<file path="config.mk">
export PLATFORM = sky130hd
export DESIGN_NAME = operand_ea_seq
export DESIGN_NICKNAME = d
export VERILOG_FILES = /design/src/rtl/opseq_pkg.sv /design/src/rtl/opseq_step.sv /design/src/rtl/opseq_memport.sv /design/src/rtl/operand_ea_seq.sv
export SDC_FILE = /design/constraint.sdc
export NUM_CORES = 1
export LEC_CHECK = 0
export BUFFER_PORTS_ARGS = -buffer_cell sky130_fd_sc_hd__buf_2
export CAP_MARGIN = 10
export CELL_PAD_IN_SITES_DETAIL_PLACEMENT = 0
export CELL_PAD_IN_SITES_GLOBAL_PLACEMENT = 1
export CORE_MARGIN = 2
export CORE_UTILIZATION = 30
export CTS_BUF_LIST = sky130_fd_sc_hd__clkbuf_4
export CTS_CLUSTER_SIZE = 40
export DETAILED_ROUTE_END_ITERATION = 6
export GPL_TIMING_DRIVEN = 0
export PLACE_DENSITY = 0.68
export SLEW_MARGIN = 10
export SYNTH_ARGS = -nofsm -noshare
export SYNTH_HDL_FRONTEND = slang
export SYNTH_SLANG_ARGS = --single-unit
</file>
<file path="constraint.sdc">
create_clock -name clk -period 3.25 [get_ports clk]
set_input_delay 0.325 -clock clk [delete_from_list [all_inputs] [get_ports clk]]
set_output_delay 0.325 -clock clk [all_outputs]
set_load 0.05 [all_outputs]
</file>
<file path="src/rtl/opseq_pkg.sv">
package opseq_pkg;

   localparam int MODE_W = 3;

   typedef enum logic [1:0] {
      ST_IDLE,
      ST_FETCH_INDEX,
      ST_FETCH_PTR,
      ST_DONE
   } seq_state_e;

   typedef enum logic [MODE_W-1:0] {
      AM_REG         = 3'd0,
      AM_REG_DEF     = 3'd1,
      AM_POSTINC     = 3'd2,
      AM_POSTINC_DEF = 3'd3,
      AM_PREDEC      = 3'd4,
      AM_PREDEC_DEF  = 3'd5,
      AM_INDEX       = 3'd6,
      AM_INDEX_DEF   = 3'd7
   } addr_mode_e;

endpackage

</file>
<file path="src/rtl/opseq_step.sv">
// Step generator: works out the inc/dec amount for one register and forms
// both the incremented and the decremented value.
module opseq_step #(
   parameter int          DATA_W       = 16,
   parameter int          NREG         = 8,
   parameter logic [NREG-1:0] WIDE_MASK = 8'b1100_0000,
   parameter bit          BYTE_STEP_EN = 1'b1,
   localparam int         REG_AW       = $clog2(NREG)
) (
   input  logic [REG_AW-1:0] reg_idx,
   input  logic              byte_op,
   input  logic              force_wide,
   input  logic [DATA_W-1:0] value,
   output logic [DATA_W-1:0] inc_val,
   output logic [DATA_W-1:0] dec_val
);
   logic [NREG-1:0]   wide_reg;
   logic [DATA_W-1:0] step;

   for (genvar gi = 0; gi < NREG; gi++) begin : g_wide
      assign wide_reg[gi] = WIDE_MASK[gi];
   end

   if (BYTE_STEP_EN) begin : g_byte_step
      assign step = (byte_op && !force_wide && !wide_reg[reg_idx])
                  ? DATA_W'(1) : DATA_W'(2);
   end else begin : g_word_step
      logic unused_sel;
      assign unused_sel = ^{byte_op, force_wide, wide_reg, reg_idx};
      assign step = DATA_W'(2);
   end

   assign inc_val = value + step;
   assign dec_val = value - step;
endmodule

</file>
<file path="src/rtl/opseq_memport.sv">
// Read-port driver: a request is valid in either fetch state. The address is
// the program counter for an index word, or the latched pointer address.
module opseq_memport
   import opseq_pkg::*;
#(
   parameter int DATA_W = 16
) (
   input  seq_state_e        state,
   input  logic [DATA_W-1:0] pc_val,
   input  logic [DATA_W-1:0] ptr_addr,
   output logic              req_valid,
   output logic [DATA_W-1:0] req_addr
);
   always_comb begin
      req_valid = 1'b0;
      req_addr  = ptr_addr;
      unique case (state)
         ST_FETCH_INDEX: begin
            req_valid = 1'b1;
            req_addr  = pc_val;
         end
         ST_FETCH_PTR: req_valid = 1'b1;
         default: ;
      endcase
   end
endmodule

</file>
<file path="src/rtl/operand_ea_seq.sv">
module operand_ea_seq
   import opseq_pkg::*;
#(
   parameter int DATA_W       = 16,
   parameter int NREG         = 8,
   parameter int SP_IDX       = 6,
   parameter int PC_IDX       = 7,
   parameter bit BYTE_STEP_EN = 1'b1,
   localparam int REG_AW      = $clog2(NREG),
   localparam int SPEC_W      = MODE_W + REG_AW
) (
   input  logic              clk,
   input  logic              rst_n,
   input  logic              start,
   input  logic [SPEC_W-1:0] spec,
   input  logic              byte_op,
   output logic              busy,
   output logic              done,
   output logic              is_reg,
   output logic [REG_AW-1:0] reg_num,
   output logic [DATA_W-1:0] ea,
   output logic [REG_AW-1:0] rf_rd_idx,
   input  logic [DATA_W-1:0] rf_rd_data,
   output logic              rf_wr_en,
   output logic [REG_AW-1:0] rf_wr_idx,
   output logic [DATA_W-1:0] rf_wr_data,
   output logic              mem_req_valid,
   input  logic              mem_req_ready,
   output logic [DATA_W-1:0] mem_req_addr,
   input  logic [DATA_W-1:0] mem_rdata
);
   localparam logic [REG_AW-1:0] PC_SEL   = REG_AW'(PC_IDX);
   localparam logic [NREG-1:0]   WIDE_SET = (NREG'(1) << SP_IDX) | (NREG'(1) << PC_IDX);
   localparam logic [DATA_W-1:0] PC_STEP  = DATA_W'(2);

   if (NREG != 8) begin : g_chk_nreg
      $error("operand_ea_seq: NREG must be 8 for a 3-bit register field");
   end
   if (DATA_W < 8) begin : g_chk_width
      $error("operand_ea_seq: DATA_W too small");
   end
   if (SP_IDX >= NREG || PC_IDX >= NREG || SP_IDX == PC_IDX) begin : g_chk_idx
      $error("operand_ea_seq: bad stack pointer / program counter index");
   end

   seq_state_e        state_q;
   addr_mode_e        mode_q;
   logic [REG_AW-1:0] reg_q;
   logic [DATA_W-1:0] base_q, ptr_q, ea_q;
   logic              is_reg_q;

   addr_mode_e        mode_in;
   logic [REG_AW-1:0] reg_in;
   logic              accept, handshake, force_wide;
   logic [DATA_W-1:0] inc_val, dec_val, pc_next, idx_base, idx_sum;

   assign mode_in   = addr_mode_e'(spec[SPEC_W-1:REG_AW]);
   assign reg_in    = spec[REG_AW-1:0];
   assign accept    = start && (state_q == ST_IDLE);
   assign handshake = mem_req_valid && mem_req_ready;
   assign force_wide = (mode_in == AM_POSTINC_DEF) || (mode_in == AM_PREDEC_DEF);

   always_comb begin
      unique case (state_q)
         ST_IDLE:        rf_rd_idx = reg_in;
         ST_FETCH_INDEX: rf_rd_idx = PC_SEL;
         default:        rf_rd_idx = reg_q;
      endcase
   end

   opseq_step #(
      .DATA_W(DATA_W), .NREG(NREG), .WIDE_MASK(WIDE_SET), .BYTE_STEP_EN(BYTE_STEP_EN)
   ) u_step (
      .reg_idx   (reg_in),
      .byte_op   (byte_op),
      .force_wide(force_wide),
      .value     (rf_rd_data),
      .inc_val   (inc_val),
      .dec_val   (dec_val)
   );

   opseq_memport #(.DATA_W(DATA_W)) u_memport (
      .state    (state_q),
      .pc_val   (rf_rd_data),
      .ptr_addr (ptr_q),
      .req_valid(mem_req_valid),
      .req_addr (mem_req_addr)
   );

   // In the fetch-index state the read port shows the program counter.
   assign pc_next  = rf_rd_data + PC_STEP;
   assign idx_base = (reg_q == PC_SEL) ? pc_next : base_q;
   assign idx_sum  = mem_rdata + idx_base;

   always_comb begin
      rf_wr_en   = 1'b0;
      rf_wr_idx  = reg_in;
      rf_wr_data = inc_val;
      if (accept) begin
         unique case (mode_in)
            AM_POSTINC, AM_POSTINC_DEF: rf_wr_en = 1'b1;
            AM_PREDEC, AM_PREDEC_DEF: begin
               rf_wr_en   = 1'b1;
               rf_wr_data = dec_val;
            end
            default: ;
         endcase
      end else if (state_q == ST_FETCH_INDEX && handshake) begin
         rf_wr_en   = 1'b1;
         rf_wr_idx  = PC_SEL;
         rf_wr_data = pc_next;
      end
   end

   always_ff @(posedge clk or negedge rst_n) begin
      if (!rst_n) begin
         state_q  <= ST_IDLE;
         mode_q   <= AM_REG;
         reg_q    <= '0;
         base_q   <= '0;
         ptr_q    <= '0;
         ea_q     <= '0;
         is_reg_q <= 1'b0;
      end else begin
         unique case (state_q)
            ST_IDLE: if (accept) begin
               mode_q   <= mode_in;
               reg_q    <= reg_in;
               base_q   <= rf_rd_data;
               is_reg_q <= 1'b0;
               unique case (mode_in)
                  AM_REG: begin
                     is_reg_q <= 1'b1;
                     ea_q     <= '0;
                     state_q  <= ST_DONE;
                  end
                  AM_REG_DEF, AM_POSTINC: begin
                     ea_q    <= rf_rd_data;
                     state_q <= ST_DONE;
                  end
                  AM_PREDEC: begin
                     ea_q    <= dec_val;
                     state_q <= ST_DONE;
                  end
                  AM_POSTINC_DEF: begin
                     ptr_q   <= rf_rd_data;
                     state_q <= ST_FETCH_PTR;
                  end
                  AM_PREDEC_DEF: begin
                     ptr_q   <= dec_val;
                     state_q <= ST_FETCH_PTR;
                  end
                  default: state_q <= ST_FETCH_INDEX;
               endcase
            end
            ST_FETCH_INDEX: if (handshake) begin
               if (mode_q == AM_INDEX_DEF) begin
                  ptr_q   <= idx_sum;
                  state_q <= ST_FETCH_PTR;
               end else begin
                  ea_q    <= idx_sum;
                  state_q <= ST_DONE;
               end
            end
            ST_FETCH_PTR: if (handshake) begin
               ea_q    <= mem_rdata;
               state_q <= ST_DONE;
            end
            default: state_q <= ST_IDLE;
         endcase
      end
   end

   assign busy    = (state_q != ST_IDLE);
   assign done    = (state_q == ST_DONE);
   assign is_reg  = is_reg_q;
   assign reg_num = reg_q;
   assign ea      = ea_q;
endmodule

</file>
[Word-level counts from Yosys, hierarchy flattened]
Memory sizes are Yosys's and may differ from the RTL's.
Cells that the tools add are included.
Cells by class
  $add $sub $neg: 4
  multipliers: 0
  div/mod/pow operators: 0
  order comparisons: 1
  equal/unequal tests: 17
  shifts and indexed selects: 0
  muxes and demuxes: 32
  bitwise logic cells: 0
  reductions and logical operators: 23
Operator list (count)
  16-bit 2-to-1 mux: 12
  16-bit case mux with 3 select lines: 2
  16-bit case mux with 2 select lines: 2
  16-bit adder: 2
  16-bit by 2-bit adder with 16-bit output (second input constant): 1
  16-bit subtractor: 1
  3-bit == test (second input constant): 4
  2-bit 2-to-1 mux: 4
  2-bit != test (second input constant): 4
  2-bit OR reduction: 4
  4-bit OR reduction: 2
  1-bit 2-to-1 mux: 7
  3-bit by 2-bit == test with 1-bit output (second input constant): 2
  3-bit 2-to-1 mux: 2
  2-bit case mux with 3 select lines: 1
  3-bit case mux with 2 select lines: 1
  6-bit AND reduction: 1
  1-bit logical AND: 5
  5-bit AND reduction: 1
  2-bit == test (second input constant): 2
  3-bit by 4-bit < comparator with 1-bit output (second input constant): 1
  4-bit by 1-bit != test with 1-bit output (second input constant): 1
  2-bit case mux with 2 select lines: 1
  2-bit nonzero test: 2
  11 further kinds: 12
Word-level totals
  register bits: 57
  latch bits: 0
  bits in writable memories: 0
  memory bits (read-only): 8
  bits of input ports: 43
  logic and storage cells: 85
  memories: 1
Memory list
  (no name shown): depth 8, bits a word 1, read ports 1, clocked after Yosys merged registers in 0, write ports 0, line opseq_step.sv:25  | assign step = (byte_op && !force_wide && !wide_reg[reg_idx])

[Logic depth before layout (Yosys ltp)]
Gate-level depths: netlist of the first run.
  depth in word-level cells: 10
  gate-level depth with buffers: 14
  depth with buffers taken out: 13

[Cells and area by module]
Synthesis of the first run repeated with hierarchy kept, for this count alone.
Unflattened totals
  cell total of the unflattened synthesis: 680
  area total of the unflattened synthesis: 5661.7 um^2
By module, submodules not included
  operand_ea_seq: instances 1, cells an instance 569, area each 4704.5 um^2, seq. area each 1426.4 um^2
  opseq_step: instances 1, cells an instance 90, area each 688.2 um^2, seq. area each 0.0 um^2
  opseq_memport: instances 1, cells an instance 21, area each 269.0 um^2, seq. area each 0.0 um^2

[Worst setup path after synthesis of the first run]
Ideal clock, no wire load.
  kind: input -> output
  start: in spec[5]
  end: out rf_wr_data[8]
  data arrival time: 3.390 ns
  required time: 2.925 ns
  path slack: -0.465 ns
  stages on the path: 12
  buffers on the path: 2
  path through: clkbuf_1 -> xor2_1 -> nand2_1 -> nand3_1 -> inv_1 -> ha_1 -> fa_1 -> or4b_1 -> buf_2 -> nor4_1 -> a221oi_1 -> o22ai_1
On the way
  cells in the longest elaborated chain, start to end: 9
Ends and longest elaborated chain
  start: declaration: line operand_ea_seq.sv:15  | input logic [SPEC_W-1:0] spec,
  3-bit by 2-bit == test with 1-bit output / 3-bit == test (equally long branches): line operand_ea_seq.sv:61, operand_ea_seq.sv:100
  1-bit logical OR: line operand_ea_seq.sv:61  | assign force_wide = (mode_in == AM_POSTINC_DEF) || (mode_in == AM_PREDEC_DEF);
  1-bit zero test: line opseq_step.sv:25
  1-bit logical AND (2 in a row): line opseq_step.sv:25
  2-bit 2-to-1 mux: line opseq_step.sv:26  | ? DATA_W'(1) : DATA_W'(2);
  16-bit adder / 16-bit subtractor (equally long branches): line opseq_step.sv:33, opseq_step.sv:34
  16-bit 2-to-1 mux, on equally long branches: line operand_ea_seq.sv:108, operand_ea_seq.sv:100
  16-bit 2-to-1 mux *: line operand_ea_seq.sv:99  | if (accept) begin
  end: declaration: line operand_ea_seq.sv:26  | output logic [DATA_W-1:0] rf_wr_data,
Mark *: on every way between the ends. The rest lies on a longest branch, timed or not.

[Worst setup path after layout of the first run]
  start: reg reg_q[2] (netlist: reg_num[2])
  end: reg ea_q[12] (netlist: ea[12])
On the way
  cells in the longest elaborated chain, start to end: 6
Ends and longest elaborated chain
  start: declaration: line operand_ea_seq.sv:48  | logic [REG_AW-1:0] reg_q;
  start signal: assignment: line operand_ea_seq.sv:128  | reg_q <= reg_in;
  3-bit == test: line operand_ea_seq.sv:92  | assign idx_base = (reg_q == PC_SEL) ? pc_next : base_q;
  16-bit 2-to-1 mux: line operand_ea_seq.sv:92
  16-bit adder: line operand_ea_seq.sv:93  | assign idx_sum = mem_rdata + idx_base;
  16-bit 2-to-1 mux: line operand_ea_seq.sv:157  | if (mode_q == AM_INDEX_DEF) begin
  16-bit 2-to-1 mux: line operand_ea_seq.sv:156  | ST_FETCH_INDEX: if (handshake) begin
  16-bit case mux with 3 select lines: line operand_ea_seq.sv:125  | unique case (state_q)
  end signal: assignment: line operand_ea_seq.sv:138  | ea_q <= rf_rd_data;
  end signal: assignment: line operand_ea_seq.sv:161  | ea_q <= idx_sum;
  end signal: assignment: line operand_ea_seq.sv:166  | ea_q <= mem_rdata;
  end: declaration: line operand_ea_seq.sv:49  | logic [DATA_W-1:0] base_q, ptr_q, ea_q;
Every way passes these cells. The select of a mux whose other input is x is not followed.
A chain may end at the register's enable or synchronous reset.

==> flow_summary_export.csv, run 1 <==
group,metric,value,unit
logic_synthesis,yosysWarnings,0,
routing,vias_per_cell,5.620,
cells_and_area,final_design_area_no_fill,0.007358,mm²
logic_synthesis,synth_area_leaders,"dfrtp_1, mux2_2, ha_1, nand2_1, o21ai_0",
logic_synthesis,postSynthCellCount,716,
setup_path,crit_arrival,3570,ps
clock_network,cts.sinks,57,
setup_path,reg2reg_depth,14,
timing,fmax,0.3156,GHz
place,placed_area,0.006601,mm²
hold_path,whs_endpoint,"is_reg$_DFFE_PN0P_",
setup_path,crit_slowest_cell,"dfrtp_1",
floorplanning,io_pins,105,
clock_network,clk_pin_slew_worst_paths,130,ps
logic_synthesis,synth.area.mux_share,9.043,%
cells_and_area,nets,925,
routing,met2_wirelength,10440,µm
logic_synthesis,synthesis.area,0.005728,mm²
logic_synthesis,synth_nets,791,
timing,slew_violations,0,
setup_path,crit_top_cell,"clkbuf_8",
global_route,antenna_found_initial,1,
routing,wl_met3,1418,µm
routing,drc,0,
place,place_hpwl,17610,µm
floorplanning,die-area,0.02022,mm²
setup_path,worstSetupEndpointType,"register",
cells_and_area,area_delta_synth_final,28.46,%
floorplanning,die_h,142.2,µm
timing,finalWorstSetupSlack,81.36,ps
setup_path,reg2reg_to,"ea[12]$_DFFE_PN0P_",
setup_path,max_stage_delay,440,ps
setup_path,timing.rr.start,"reg_num[2]$_DFFE_PN0P_",
place,dp_slack,-1078,ps
setup_path,worst_setup_path_start_kind,"register",
global_route,grt_pass1_vias,5683,
place,dp.cells,1049,
status,status,"finished clean",
logic_synthesis,synth_edf_count,0,
timing,skew,16.75,ps
routing,m1WireLength,10940,µm
hold_path,hp-start,"spec[5]",
setup_path,cp_cell_sequence,"nand3_4, clkbuf_8, clkbuf_8, nand2_1, o21ai_2, ha_2, inv_1, fa_1, nor2b_2, o2111ai_2, a21oi_4, nor4_1, o31ai_1, a22o_1",
timing,fin_crit_sh,97.50,%
logic_synthesis,synthSimpleGateAreaFrac,21.23,%
timing,period_needed,3169,ps
clock_network,cts_tree,"built",
logic_synthesis,synth_cell_types,67,
global_route,grt_overflow,0,
routing,drtIter0Drc,485,
logic_synthesis,ys_seq_elements,57,
floorplanning,start_util,30.62,%
setup_path,cp_max_fo,10,
pwr,power_density,1104,mW/mm²
hold_path,holdPathStages,2,
job,max_cap_viol_count,0,
routing,postRouteAntennaNets,0,
cells_and_area,drive_gt1_share,33.22,%
floorplanning,core,0.01871,mm²
global_route,grt_max_degree,57,
logic_synthesis,yosys.area.top_type,"dfrtp_1",
routing,vias,6131,
global_route,grt_pass1_wl,34670,µm
setup_path,worstPathRequired,3660,ps
logic_synthesis,avgSynthCellArea,8.000,µm²
logic_synthesis,synth-compound-area-share,24.86,%
setup_path,r2r_slack,80,ps
clock_network,root_buffer,"clkbuf_4",
hold_path,hold_path.class,"input pin to register",
logic_synthesis,netlist_top_cells_count,"nand2_1, dfrtp_1, o21ai_0",
logic_synthesis,synth_top_area_share,24.90,%
pwr,vdd_drop_max,0.0007031,V
logic_synthesis,ys_async_sr_fraction,100.0,%
logic_synthesis,seq_area_frac_synth,24.90,%
setup_path,path_class,"register to register",
routing,wl_per_cell,21.37,µm
routing,top_layer,"met4",
clock_network,clockBufferDepth,2,
routing,drtPass1Iterations,5,
routing,routed_wl,23310,µm
floorplanning,rows,50,
logic_synthesis,synth_top_family_by_area,"compound AO/OA/AOI/OAI gates",
clock_network,htreeDepth,3,
logic_synthesis,synth_fa_ha_area_share,7.558,%
timing,worst_slew_pin_slew,884.9,ps
cells_and_area,final-instance-count-excl-fill,1091,
global_route,grt_use_total,22.84,%
clock_network,clock_latency,470,ps
timing,finalHoldViolCount,0,
logic_synthesis,yosys_most_used_dff,"dfrtp_1",
timing,slew_headroom,41.01,%
timing,rsz0062_at_grt,"true",
logic_synthesis,synth.most_common_cell,"nand2_1",
place,numPortBuffers,98,
logic_synthesis,synth_xor_area_share,7.187,%
place,routabilityCongestion,0.9116,
clock_network,cts_buffers,9,
pwr,p_leak,3.215,nW
floorplanning,die_x,142.2,µm
cells_and_area,utilization,39.34,%
timing,setup_viol,0,
[worst max path at each step]
| stage | startpoint | end | slack [ps] | cells past startpoint |
|---|---|---|---|---|
| 3_3_place_gp | reg_num[1]$_DFFE_PN0P_ | ea[13]$_DFFE_PN0P_ | -1100 | 12 |
| 6_report | reg_num[2]$_DFFE_PN0P_ | ea[12]$_DFFE_PN0P_ | 80 | 14 |
| 3_5_place_dp | reg_num[1]$_DFFE_PN0P_ | ea[13]$_DFFE_PN0P_ | -1080 | 11 |
| 2_1_floorplan | spec[5] | rf_wr_data[8] | -70 | 12 |
| 5_1_grt | reg_num[2]$_DFFE_PN0P_ | ea[12]$_DFFE_PN0P_ | -70 | 14 |
| 4_1_cts | state_q[1]$_DFFE_PN0P_ | rf_wr_data[15] | 1 | 10 |
[power breakdown]
group	internal, mW	switching, mW
registers	1.08	0.190
logic	2.04	4.15
clock network	0.311	0.353
total	3.43	4.69
[layout by cell type, fill, tap and decap left out, types with 7 or more instances in the layout]
| cell type | instances |
|---|---|
| nor2_1 | 44 |
| a21o_1 | 16 |
| a21oi_1 | 44 |
| a221oi_1 | 17 |
| o221a_2 | 9 |
| mux2i_1 | 9 |
| o21ai_1 | 7 |
| nor4_1 | 8 |
| nand3_1 | 15 |
| nand2_1 | 92 |
| dfrtp_1 | 57 |
| o21ai_0 | 44 |
| xor2_1 | 18 |
| mux2_2 | 37 |
| xnor2_1 | 24 |
| buf_4 | 36 |
| inv_1 | 15 |
| clkbuf_2 | 10 |
| ha_1 | 22 |
| nand4_1 | 11 |
| clkbuf_1 | 21 |
| nor3_1 | 13 |
| clkbuf_4 | 14 |
| buf_2 | 96 |
| o22ai_1 | 7 |
[worst max-delay path: cells and delay by family (launching register included)]
kind	cells	cell delay, ps
AND/OR/NAND/NOR	4	480
adder cells (fa/ha/maj)	2	680
buffers and inverters	3	450
AO/OA/AOI/OAI	5	1040
flip-flops	1	440
[cell type report]
class / count / area [µm²]
inverters: 16 / 62.56
diodes: 2 / 5.005
multi-input cells: 586 / 4348
clock inverters: 7 / 93.84
clock buffers: 9 / 67.56
well taps: 234 / 292.8
plain buffers: 51 / 267.8
fillers: 2032 / 11350
flip-flops and latches: 57 / 1426
repair buffers: 129 / 794.5
[kinds of logic after synthesis]
kind of cell             after synthesis
AO/OA/AOI/OAI                        212
multiplexers                          47
buffers and inverters                 73
adder cells (fa/ha/maj)               33
XOR/XNOR                              47
flip-flops                            57
AND/OR/NAND/NOR                      247
[metrics by stage]
step | TNS (ps) | hold WS, ps | total power, mW
after floorplan | -70.77 | 29.41 | 5.461
after global routing | -250.9 | 86.41 | 8.655
final | 0 | 77.73 | 8.125
after detailed placement | -25550 | 126.2 | 7.022
after CTS | 0 | 81.54 | 7.870
after global placement | -26090 | 457.9 | 6.999
[timing repair]
action                                  CTS  global route
gates resized for setup                  66            47
endpoints found under the setup margin   65            43
pin swaps                                 7            15
buffers inserted                         13            16
hold buffers                              1             0
hold endpoints to repair                 57             0
[per-layer routing]
metal,track usage (%),vias to the layer above
met5,0,-
met2,35.14,235
met4,7.421,0
met3,3.398,34
met1,32.75,2954
li1,-,2908
No activity file was read; power rests on OpenSTA's default activity.
==> run 2: changes to the inputs <==
==> constraint.sdc (replaced) <==
create_clock -name clk -period 3.25 [get_ports clk]
set_input_delay 0.1625 -clock clk [delete_from_list [all_inputs] [get_ports clk]]
set_output_delay 0.1625 -clock clk [all_outputs]
set_load 0.05 [all_outputs]
==> flow_summary_export.csv, run 2 (same netlist as run 1, synthesis figures left out) <==
group,metric,value,unit
cells_and_area,regArea,0.001426,mm²
hold_path,hold_path.class,"input pin to register",
timing,slew_violations,0,
routing,vias,6097,
pwr,p_leak,3.107,nW
global_route,antenna_found_initial,1,
status,status,"finished clean",
pwr,power_density,1134,mW/mm²
routing,drtIter0Drc,511,
routing,routed_wl,23050,µm
global_route,grt_use_total,22.77,%
cells_and_area,multiInputGateArea,0.004214,mm²
setup_path,timing.rr.start,"reg_num[2]$_DFFE_PN0P_",
place,routabilityCongestion,0.9063,
pwr,p_clk_share,7.9,%
timing,finalHoldViolCount,0,
setup_path,worstSetupEndpointType,"register",
global_route,grt_pass1_vias,5751,
setup_path,r2r_slack,70,ps
floorplanning,io_pins,105,
cells_and_area,layout_common_cells,"buf_2, nand2_1, dfrtp_1, o21ai_0",
timing,setup_viol,0,
cells_and_area,area_delta_synth_final,23.57,%
floorplanning,rows,50,
cells_and_area,drive_gt1_share,28.94,%
pwr,seqPwrFrac,15.7,%
place,numPortBuffers,98,
cells_and_area,final.fill_count,2017,
timing,finalWorstSetupSlack,70.18,ps
timing,period_needed,3180,ps
global_route,grt_pass1_wl,34530,µm
timing,slew_headroom,45.71,%
pwr,p_comb_share,76.3,%
setup_path,path_class,"register to register",
setup_path,cp_max_fo,10,
floorplanning,die_x,142.2,µm
job,max_cap_viol_count,0,
floorplanning,die_h,142.2,µm
clock_network,root_buffer,"clkbuf_4",
setup_path,worstPathRequired,3600,ps
timing,worst_slew_pin_slew,814.4,ps
floorplanning,core,0.01871,mm²
setup_path,reg2reg_to,"ea[14]$_DFFE_PN0P_",
routing,vias_per_cell,5.656,
cells_and_area,utilization,37.84,%
global_route,grt_overflow,0,
clock_network,cts_buffers,9,
routing,drtPass1Iterations,5,
pwr,internal_power,3.387,mW
timing,tns,0,ps
floorplanning,die-area,0.02022,mm²
pwr,vdd_drop_max,0.0005854,V
place,placed_area,0.006546,mm²
cells_and_area,nets,914,
clock_network,htreeDepth,3,
clock_network,cts.sinks,57,
global_route,grt_max_degree,38,
routing,postRouteAntennaNets,0,
setup_path,worst_setup_path_start_kind,"register",
clock_network,cts_tree,"built",
timing,skew,18.82,ps
setup_path,startpoint,"reg_num[2]$_DFFE_PN0P_",
clock_network,clockBufferDepth,2,
pwr,p_sw,4.642,mW
clock_network,clock_latency,470,ps
setup_path,crit_arrival,3530,ps
pwr,switching_share,57.81,%
clock_network,clk_pin_slew_worst_paths,120,ps
routing,drc,0,
cells_and_area,final_common_cell,"buf_2",
floorplanning,start_util,30.62,%
timing,whs,24.19,ps
setup_path,worstSetupEndpoint,"ea[14]$_DFFE_PN0P_",
place,dp_slack,-987.3,ps
timing,fmax,0.3145,GHz
routing,wl_per_cell,21.38,µm
place,place_hpwl,17820,µm
cells_and_area,final_design_area_no_fill,0.007078,mm²
timing,fin_crit_sh,97.84,%
setup_path,reg2reg_depth,12,
==> run 2: cell count changes in the layout (fill, tap and decap cells not counted), moves of 4 or more <==
cell / delta
buf_4: -17
ha_1: +4
o22ai_1: +4
buf_2: +4
o21ai_2: -4
==> run 2: cell type report <==
cell class	instances	area share (%)
inverters	16	0.8485
plain buffers	53	3.748
repair buffers	116	9.404
clock buffers	11	1.167
well taps	234	4.136
clock inverters	4	0.9722
diodes	1	0.03535
multi-input cells	586	59.54
flip-flops and latches	57	20.15
==> run 2: repair_timing <==
action | 4_1_cts | 5_1_grt
setup endpoints to repair | 65 | 30
hold buffers | 4 | 0
pin swaps | 6 | 8
hold endpoints to repair | 60 | 0
setup buffers | 9 | 4
resized for setup | 46 | 35
==> run 2: routing by layer <==
layer	GRT usage, %	part of all wire (%)	up-vias	routed length, µm
li1	-	-	2898	-
met1	31.93	47	2944	10910
met2	36.51	45	234	10420
met3	4.341	6.3	21	1446
met4	4.684	1.2	0	278
met5	0	0	-	0
==> run 2: power groups by stage <==
| stage | Clock (mW) | Sequential (mW) | Combinational [mW] |
|---|---|---|---|
| finish | 0.638 | 1.26 | 6.13 |
| global route | 0.668 | 1.31 | 6.54 |
| CTS | 0.645 | 1.27 | 5.96 |
| detailed placement | 0 | 1.29 | 5.73 |
| global placement | 0 | 1.28 | 5.71 |
| floorplan | 0 | 1.65 | 3.79 |
==> run 2: worst min-delay path by stage <==
stage / startpoint / endpoint / slack (ps) / cells after the start
floorplan: rst_n / base_q[0]$_DFFE_PN0P_ / -130 / 0
CTS: spec[4] / is_reg$_DFFE_PN0P_ / 6 / 2
detailed placement: rst_n / state_q[0]$_DFFE_PN0P_ / 90 / 1
finish: spec[4] / is_reg$_DFFE_PN0P_ / 20 / 2
global route: mem_rdata[10] / ea[10]$_DFFE_PN0P_ / 30 / 3
global placement: spec[0] / reg_num[0]$_DFFE_PN0P_ / 430 / 2
==> run 2: per-stage QoR <==
step                      std cells  power (mW)
final                          1078       8.029
after detailed placement       1049       7.021
after global routing           1078       8.522
after floorplan                 716       5.444
after CTS                      1073       7.871
after global placement         1048       6.987
==> run 2: worst max-delay path, stage by stage, from the launching register on <==
cell      delay [ps]
dfrtp_1          410
nand3_2          140
clkbuf_8         210
buf_4            230
nand2_1           70
o21ai_1          250
ha_1             400
a21o_1           220
a21o_1           180
a21o_1           240
o32ai_2          410
o32ai_1          140
a21o_1           170
